`config.mk`:
```
export PLATFORM = sky130hd
export DESIGN_NAME = psr_mode_bank
export DESIGN_NICKNAME = d
export VERILOG_FILES = /design/src/rtl/psr_pkg.sv /design/src/rtl/psr_exc_map.sv /design/src/rtl/psr_saved_bank.sv /design/src/rtl/psr_update.sv /design/src/rtl/psr_mode_bank.sv
export SDC_FILE = /design/constraint.sdc
export NUM_CORES = 1
export LEC_CHECK = 0
export CORE_MARGIN = 10
export CORE_UTILIZATION = 60
export DETAILED_ROUTE_END_ITERATION = 6
export DONT_BUFFER_PORTS = 1
export PLACE_DENSITY_LB_ADDON = 0.3
export SKIP_CTS_REPAIR_TIMING = 1
export SYNTH_ARGS = -nofsm -noshare
export SYNTH_HDL_FRONTEND = slang
export SYNTH_SLANG_ARGS = --single-unit
```
`constraint.sdc`:
```
create_clock -name clk -period 4.9 [get_ports clk]
set_clock_uncertainty 0.1 [all_clocks]
set_input_delay 0.98 -clock clk [delete_from_list [all_inputs] [get_ports clk]]
set_output_delay 0.98 -clock clk [all_outputs]
set_load 0.01 [all_outputs]
```
`src/rtl/psr_pkg.sv`:
```
package psr_pkg;
  localparam int MODE_W = 5;
  localparam int CTRL_W = 8;
  localparam int I_BIT  = 7;
  localparam int F_BIT  = 6;
  localparam int NBANK  = 5;
  localparam int BIDX_W = $clog2(NBANK);

  typedef logic [MODE_W-1:0] mode_t;

  localparam mode_t M_USR26 = 5'h00;
  localparam mode_t M_FIQ26 = 5'h01;
  localparam mode_t M_IRQ26 = 5'h02;
  localparam mode_t M_SVC26 = 5'h03;
  localparam mode_t M_USR32 = 5'h10;
  localparam mode_t M_FIQ32 = 5'h11;
  localparam mode_t M_IRQ32 = 5'h12;
  localparam mode_t M_SVC32 = 5'h13;
  localparam mode_t M_ABT32 = 5'h17;
  localparam mode_t M_UND32 = 5'h1B;

  localparam logic [BIDX_W-1:0] B_FIQ = 0;
  localparam logic [BIDX_W-1:0] B_IRQ = 1;
  localparam logic [BIDX_W-1:0] B_SVC = 2;
  localparam logic [BIDX_W-1:0] B_ABT = 3;
  localparam logic [BIDX_W-1:0] B_UND = 4;

  function automatic logic mode_legal(mode_t m, logic allow32);
    case (m)
      M_USR26, M_FIQ26, M_IRQ26, M_SVC26: mode_legal = 1'b1;
      M_USR32, M_FIQ32, M_IRQ32, M_SVC32,
      M_ABT32, M_UND32:                   mode_legal = allow32;
      default:                            mode_legal = 1'b0;
    endcase
  endfunction

  function automatic logic mode_has_bank(mode_t m);
    case (m)
      M_FIQ26, M_IRQ26, M_SVC26,
      M_FIQ32, M_IRQ32, M_SVC32, M_ABT32, M_UND32: mode_has_bank = 1'b1;
      default:                                     mode_has_bank = 1'b0;
    endcase
  endfunction

  function automatic logic [BIDX_W-1:0] mode_bank(mode_t m);
    case (m)
      M_FIQ26, M_FIQ32: mode_bank = B_FIQ;
      M_IRQ26, M_IRQ32: mode_bank = B_IRQ;
      M_SVC26, M_SVC32: mode_bank = B_SVC;
      M_ABT32:          mode_bank = B_ABT;
      M_UND32:          mode_bank = B_UND;
      default:          mode_bank = B_FIQ;
    endcase
  endfunction

  function automatic logic mode_is_user(mode_t m);
    mode_is_user = (m == M_USR26) || (m == M_USR32);
  endfunction
endpackage

```
`src/rtl/psr_exc_map.sv`:
```
module psr_exc_map
  import psr_pkg::*;
(
  input  logic [2:0] exc_type,
  input  logic       allow32,
  output mode_t      tgt,
  output logic       valid,
  output logic       fiq
);
  always_comb begin
    valid = 1'b1;
    fiq   = 1'b0;
    tgt   = M_SVC26;
    case (exc_type)
      3'd0: begin tgt = allow32 ? M_FIQ32 : M_FIQ26; fiq = 1'b1; end
      3'd1: tgt = allow32 ? M_IRQ32 : M_IRQ26;
      3'd2: tgt = allow32 ? M_SVC32 : M_SVC26;
      3'd3, 3'd4: tgt = allow32 ? M_ABT32 : M_SVC26;
      3'd5: tgt = allow32 ? M_UND32 : M_SVC26;
      default: valid = 1'b0;
    endcase
  end
endmodule

```
`src/rtl/psr_saved_bank.sv`:
```
module psr_saved_bank #(
  parameter int SW     = 32,
  parameter int NB     = 5,
  parameter int IDX_W  = $clog2(NB)
) (
  input  logic             clk,
  input  logic             rst,
  input  logic             we,
  input  logic [IDX_W-1:0] widx,
  input  logic [SW-1:0]    wdata,
  input  logic [IDX_W-1:0] ridx,
  output logic [SW-1:0]    rdata
);
  logic [SW-1:0] mem [NB];

  always_ff @(posedge clk) begin
    if (rst) begin
      for (int i = 0; i < NB; i++) mem[i] <= '0;
    end else if (we) begin
      mem[widx] <= wdata;
    end
  end

  assign rdata = (ridx < IDX_W'(NB)) ? mem[ridx] : '0;

  // only a real saved register may be written
  p_widx_range_r5: assert property (@(posedge clk) disable iff (rst)
    we |-> (widx < IDX_W'(NB)));
endmodule

```
`src/rtl/psr_update.sv`:
```
module psr_update
  import psr_pkg::*;
#(
  parameter int SW = 32
) (
  input  logic [SW-1:0]     cpsr,
  input  logic              allow32,
  input  logic              exc_req,
  input  logic              exc_valid,
  input  mode_t             exc_tgt,
  input  logic              exc_fiq,
  input  logic              ret_req,
  input  logic              wr_req,
  input  logic [SW-1:0]     wr_data,
  input  logic [SW-1:0]     rd_data,
  output logic [SW-1:0]     nxt,
  output logic              err_nxt,
  output logic              bank_we,
  output logic [BIDX_W-1:0] bank_widx,
  output logic [BIDX_W-1:0] bank_ridx
);
  mode_t cur_mode;
  assign cur_mode  = cpsr[MODE_W-1:0];
  assign bank_ridx = mode_bank(cur_mode);
  assign bank_widx = mode_bank(exc_tgt);

  always_comb begin
    nxt     = cpsr;
    err_nxt = 1'b0;
    bank_we = 1'b0;
    if (exc_req && exc_valid) begin
      bank_we             = 1'b1;
      nxt[MODE_W-1:0]     = exc_tgt;
      nxt[I_BIT]          = 1'b1;
      if (exc_fiq) nxt[F_BIT] = 1'b1;
    end else if (ret_req) begin
      if (mode_has_bank(cur_mode)) begin
        nxt = rd_data;
        if (!mode_legal(rd_data[MODE_W-1:0], allow32)) begin
          nxt[MODE_W-1:0] = cur_mode;
          err_nxt         = 1'b1;
        end
      end
    end else if (wr_req) begin
      if (mode_is_user(cur_mode)) begin
        nxt = {wr_data[SW-1:CTRL_W], cpsr[CTRL_W-1:0]};
      end else begin
        nxt = wr_data;
        if (!mode_legal(wr_data[MODE_W-1:0], allow32)) begin
          nxt[MODE_W-1:0] = cur_mode;
          err_nxt         = 1'b1;
        end
      end
    end
  end
endmodule

```
`src/rtl/psr_mode_bank.sv`:
```
module psr_mode_bank
  import psr_pkg::*;
#(
  parameter int SW = 32
) (
  input  logic          clk,
  input  logic          rst,
  input  logic [1:0]    cfg_sel,
  input  logic          exc_req,
  input  logic [2:0]    exc_type,
  input  logic          ret_req,
  input  logic          wr_req,
  input  logic [SW-1:0] wr_data,
  output logic [4:0]    mode_o,
  output logic [SW-1:0] status_o,
  output logic          is32_o,
  output logic          err_o
);
  localparam logic [SW-1:0] RESET_WORD =
    SW'(M_SVC26) | (SW'(1) << I_BIT) | (SW'(1) << F_BIT);

  logic [SW-1:0]     cpsr, nxt, rd_data;
  logic              err_q, err_nxt;
  logic              allow32;
  mode_t             exc_tgt;
  logic              exc_valid, exc_fiq;
  logic              bank_we;
  logic [BIDX_W-1:0] bank_widx, bank_ridx;

  assign allow32 = cfg_sel[1];

  psr_exc_map u_map (
    .exc_type (exc_type),
    .allow32  (allow32),
    .tgt      (exc_tgt),
    .valid    (exc_valid),
    .fiq      (exc_fiq)
  );

  psr_saved_bank #(.SW(SW), .NB(NBANK), .IDX_W(BIDX_W)) u_bank (
    .clk   (clk),
    .rst   (rst),
    .we    (bank_we),
    .widx  (bank_widx),
    .wdata (cpsr),
    .ridx  (bank_ridx),
    .rdata (rd_data)
  );

  psr_update #(.SW(SW)) u_upd (
    .cpsr      (cpsr),
    .allow32   (allow32),
    .exc_req   (exc_req),
    .exc_valid (exc_valid),
    .exc_tgt   (exc_tgt),
    .exc_fiq   (exc_fiq),
    .ret_req   (ret_req),
    .wr_req    (wr_req),
    .wr_data   (wr_data),
    .rd_data   (rd_data),
    .nxt       (nxt),
    .err_nxt   (err_nxt),
    .bank_we   (bank_we),
    .bank_widx (bank_widx),
    .bank_ridx (bank_ridx)
  );

  always_ff @(posedge clk) begin
    if (rst) begin
      cpsr  <= RESET_WORD;
      err_q <= 1'b0;
    end else begin
      cpsr  <= nxt;
      err_q <= err_nxt;
    end
  end

  assign status_o = cpsr;
  assign mode_o   = cpsr[MODE_W-1:0];
  assign is32_o   = cpsr[MODE_W-1];
  assign err_o    = err_q;

  // first cycle out of reset shows the reset word
  p_reset_word_r1: assert property (@(posedge clk) disable iff (rst)
    $past(rst) |-> (status_o == RESET_WORD && !err_o));

  // a 26-bit configuration never moves into a 32-bit mode
  p_cfg26_no32_r4: assert property (@(posedge clk) disable iff (rst)
    (!$past(cfg_sel[1]) && !$past(rst) && mode_o != $past(mode_o)) |-> !mode_o[4]);

  // any accepted entry leaves the IRQ mask set
  p_entry_mask_r3: assert property (@(posedge clk) disable iff (rst)
    $past(exc_req && exc_valid) |-> status_o[I_BIT]);

  // return from a user mode changes nothing
  p_user_ret_r7: assert property (@(posedge clk) disable iff (rst)
    $past(!rst && ret_req && !(exc_req && exc_valid) && mode_is_user(mode_o))
      |-> $stable(status_o));

  // an error pulse follows a write or restore and keeps the mode
  p_err_src_r8: assert property (@(posedge clk) disable iff (rst)
    err_o |-> ($past(ret_req || wr_req) && $stable(mode_o)));
endmodule

```
==> flow_summary.json <==
{
  "ir_drop_mv": 0.275,
  "clockBufferDepth": 2,
  "synth_cell_type_count": 56,
  "startpoint_type": "flop",
  "port_buffers": 0,
  "routed-via-count": 5612,
  "grt_first_pass_wirelength_um": 32200,
  "p_switching_w": 0.00102,
  "status": "finished, final reports clean",
  "cts.sinks": 197,
  "wire_per_inst_um": 23.2,
  "num_rows": 44,
  "hold_viol": 0,
  "root_buffer": "clkbuf_16",
  "crit_chain": "nor3b_4 -> buf_4 -> a22oi_2 -> a22oi_2 -> o2111ai_2 -> and2_1 -> or4b_4 -> a2111oi_4",
  "worst_slew_pin_slew_ns": 1.07,
  "p_leak_nw": 3.44,
  "path_common_cell": "a22oi_2",
  "worstPathArrival_ns": 3.91,
  "fin_setup_tns_ns": 0,
  "synth_edf_count": 160,
  "mostFrequentLayoutCells": "edfxtp_1 (160), and2_1 (158), nand2_1 (47)",
  "fin_nets": 725,
  "drtPass1Iterations": 5,
  "hp-class": "reg2reg",
  "diodes": 0,
  "max_stage_delay_ns": 0.75,
  "gp_congestion": 0.847,
  "area_delta_synth_final_pct": 7.42,
  "drtIter0Drc": 521,
  "syn-cell-area_sq_um": 9020,
  "antenna_found_initial": 0,
  "path_clk_slew_ns": 0.06,
  "yosysWarnings": 0,
  "final-setup-viol-count": 0,
  "cts-buffers-inserted": 17,
  "synth-seq-cells": 197,
  "fillers": 1032,
  "critical_path_required_ns": 5.13,
  "grt_use_total_pct": 20.8,
  "slowest_stage": "nor3b_4",
  "grt_start_max_net_pins": 49,
  "grt_pass1_vias": 5892,
  "seq_area_frac_synth_pct": 61.5,
  "drc": 0,
  "pwr-share-clk_pct": 33.4,
  "drt-total-wl_um": 20400,
  "synth_area_per_cell_sq_um": 12.8,
  "grt_overflow": 0,
  "viasPerCell": 6.38,
  "pre_cts_slack_ns": 1.25,
  "die_h_um": 143,
  "drive_above_1_share_pct": 12.8,
  "dieArea_sq_um": 20300,
  "powerDensity_nw_per_um2": 399,
  "dp_hpwl_um": 12400,
  "intPower_w": 0.00285,
  "drv_cap": 0,
  "initial_utilization_pct": 61.6,
  "worstSkewPairLatency_ns": 0.44,
  "top_level_ports": 81,
  "core_area_sq_um": 14600,
  "crit_fanout": 23,
  "pwr-share-seq_pct": 52.7,
  "cts_tree": "yes",
  "syn_nets": 746,
  "ys.flop_type": "edfxtp_1",
  "crit_type": "reg2reg",
  "period_minus_slack_ns": 3.69,
  "synth-async-reset-ratio_pct": 0,
  "drtAntennaViolNets": 0,
  "final_common_cell": "edfxtp_1",
  "die_w_um": 143,
  "slew_viol_final": 0,
  "combPwrFrac_pct": 13.9,
  "max-slew-margin-rel_pct": 28.2,
  "fmax_ghz": 0.271,
  "holdWs_ns": 0.469,
  "period_share_pct": 75.2,
  "crit_path_end_kind": "flop",
  "rsz0062_at_grt": "no",
  "multi_input_area_sq_um": 3260,
  "rrSetupSlack_ns": 1.21,
  "regArea_sq_um": 5550,
  "syn_inst": 704,
  "p_sw_share_pct": 26.3,
  "h-tree-depth": 4,
  "power_w": 0.00386,
  "postLayoutSetupSlackWorst_ns": 1.21
}
kinds of logic after synthesis:
kind of cell	count (synthesis)	share of synthesized area (%)
and+or+nand+nor	305	18.8
DFF	197	61.5
AOI/OAI and AO/OA	104	8.59
buffers and inverters	58	3.04
muxes	40	8.14
cells in the mapped netlist (5+ instances only):
cell	number	share of area (%)
nor3_1	11	0.61
a221oi_1	25	2.4
buf_4	8	0.67
or3_1	25	1.7
mux2i_1	7	0.78
nand2_1	47	2.0
nor2_1	42	1.7
a211oi_1	5	0.42
mux4_2	26	6.5
o21ai_0	13	0.72
a21oi_1	30	1.7
dfxtp_1	37	8.2
clkbuf_1	39	1.6
and2_1	158	11
edfxtp_1	160	53
state kept, by name (all words and copies together), names as in the netlist, named ones only:
| register | flops |
|---|---|
| u_upd.bank_ridx | 3 |
| err_o | 1 |
| status_o | 32 |
| u_bank.mem | 160 |
metal layers:
layer / track usage [%] / routed length (um) / vias to the layer above / share of wire [%]
met1: 26.0 / 8180 / 2811 / 40
met2: 34.8 / 10400 / 225 / 51
met4: 5.81 / 293 / 0 / 1.4
li1: - / - / 2546 / -
met5: 0 / 0 / - / 0
met3: 5.87 / 1600 / 30 / 7.8
worst paths after layout:
check / start / to / cells past startpoint
setup / recovery: u_upd.bank_ridx[0]$_DFF_P_ / u_upd.bank_ridx[2]$_SDFF_PN0_ / 8
hold / removal: status_o[23]$_SDFFE_PP0P_ / status_o[23]$_SDFFE_PP0P_ / 2
setup reg to reg: u_upd.bank_ridx[0]$_DFF_P_ / u_upd.bank_ridx[2]$_SDFF_PN0_ / 8
hold reg to reg: status_o[23]$_SDFFE_PP0P_ / status_o[23]$_SDFFE_PP0P_ / 2
power by group through the flow:
stage / Clock (W) / Combinational [W] / Sequential (W)
final: 0.00129 / 0.000536 / 0.00204
after global routing: 0.00136 / 0.000581 / 0.00206
after CTS: 0.00129 / 0.000537 / 0.00204
after detailed placement: 0 / 0.000533 / 0.00208
after global placement: 0 / 0.000523 / 0.00207
after floorplan: 0 / 0.000469 / 0.00201
metrics by stage:
stage | cells | utilization, % | area (sq um)
5_1_grt | 880 | 66.2 | 9690
2_1_floorplan | 704 | - | 9020
3_5_place_dp | 848 | 62.5 | 9150
3_3_place_gp | 848 | 62.5 | 9150
6_report | 880 | 66.2 | 9690
4_1_cts | 880 | 66.2 | 9690
worst max-delay path, delay by kind of cell, from the launching register on:
family          cells  cell delay (ns)
buf+inv             1             0.40
simple gates        3             1.60
compound gates      4             0.90
flops               1             0.56
layout make-up:
type                    instances  share of cell area (%)
clock buffers                  21                    4.65
flip-flops and latches        197                    57.2
well taps                     184                    2.38
inverters                       5                   0.194
clock inverters                11                   0.904
multi-input cells             449                    33.6
repair buffers                 13                    1.01
Power figures use the tool's default switching activity.
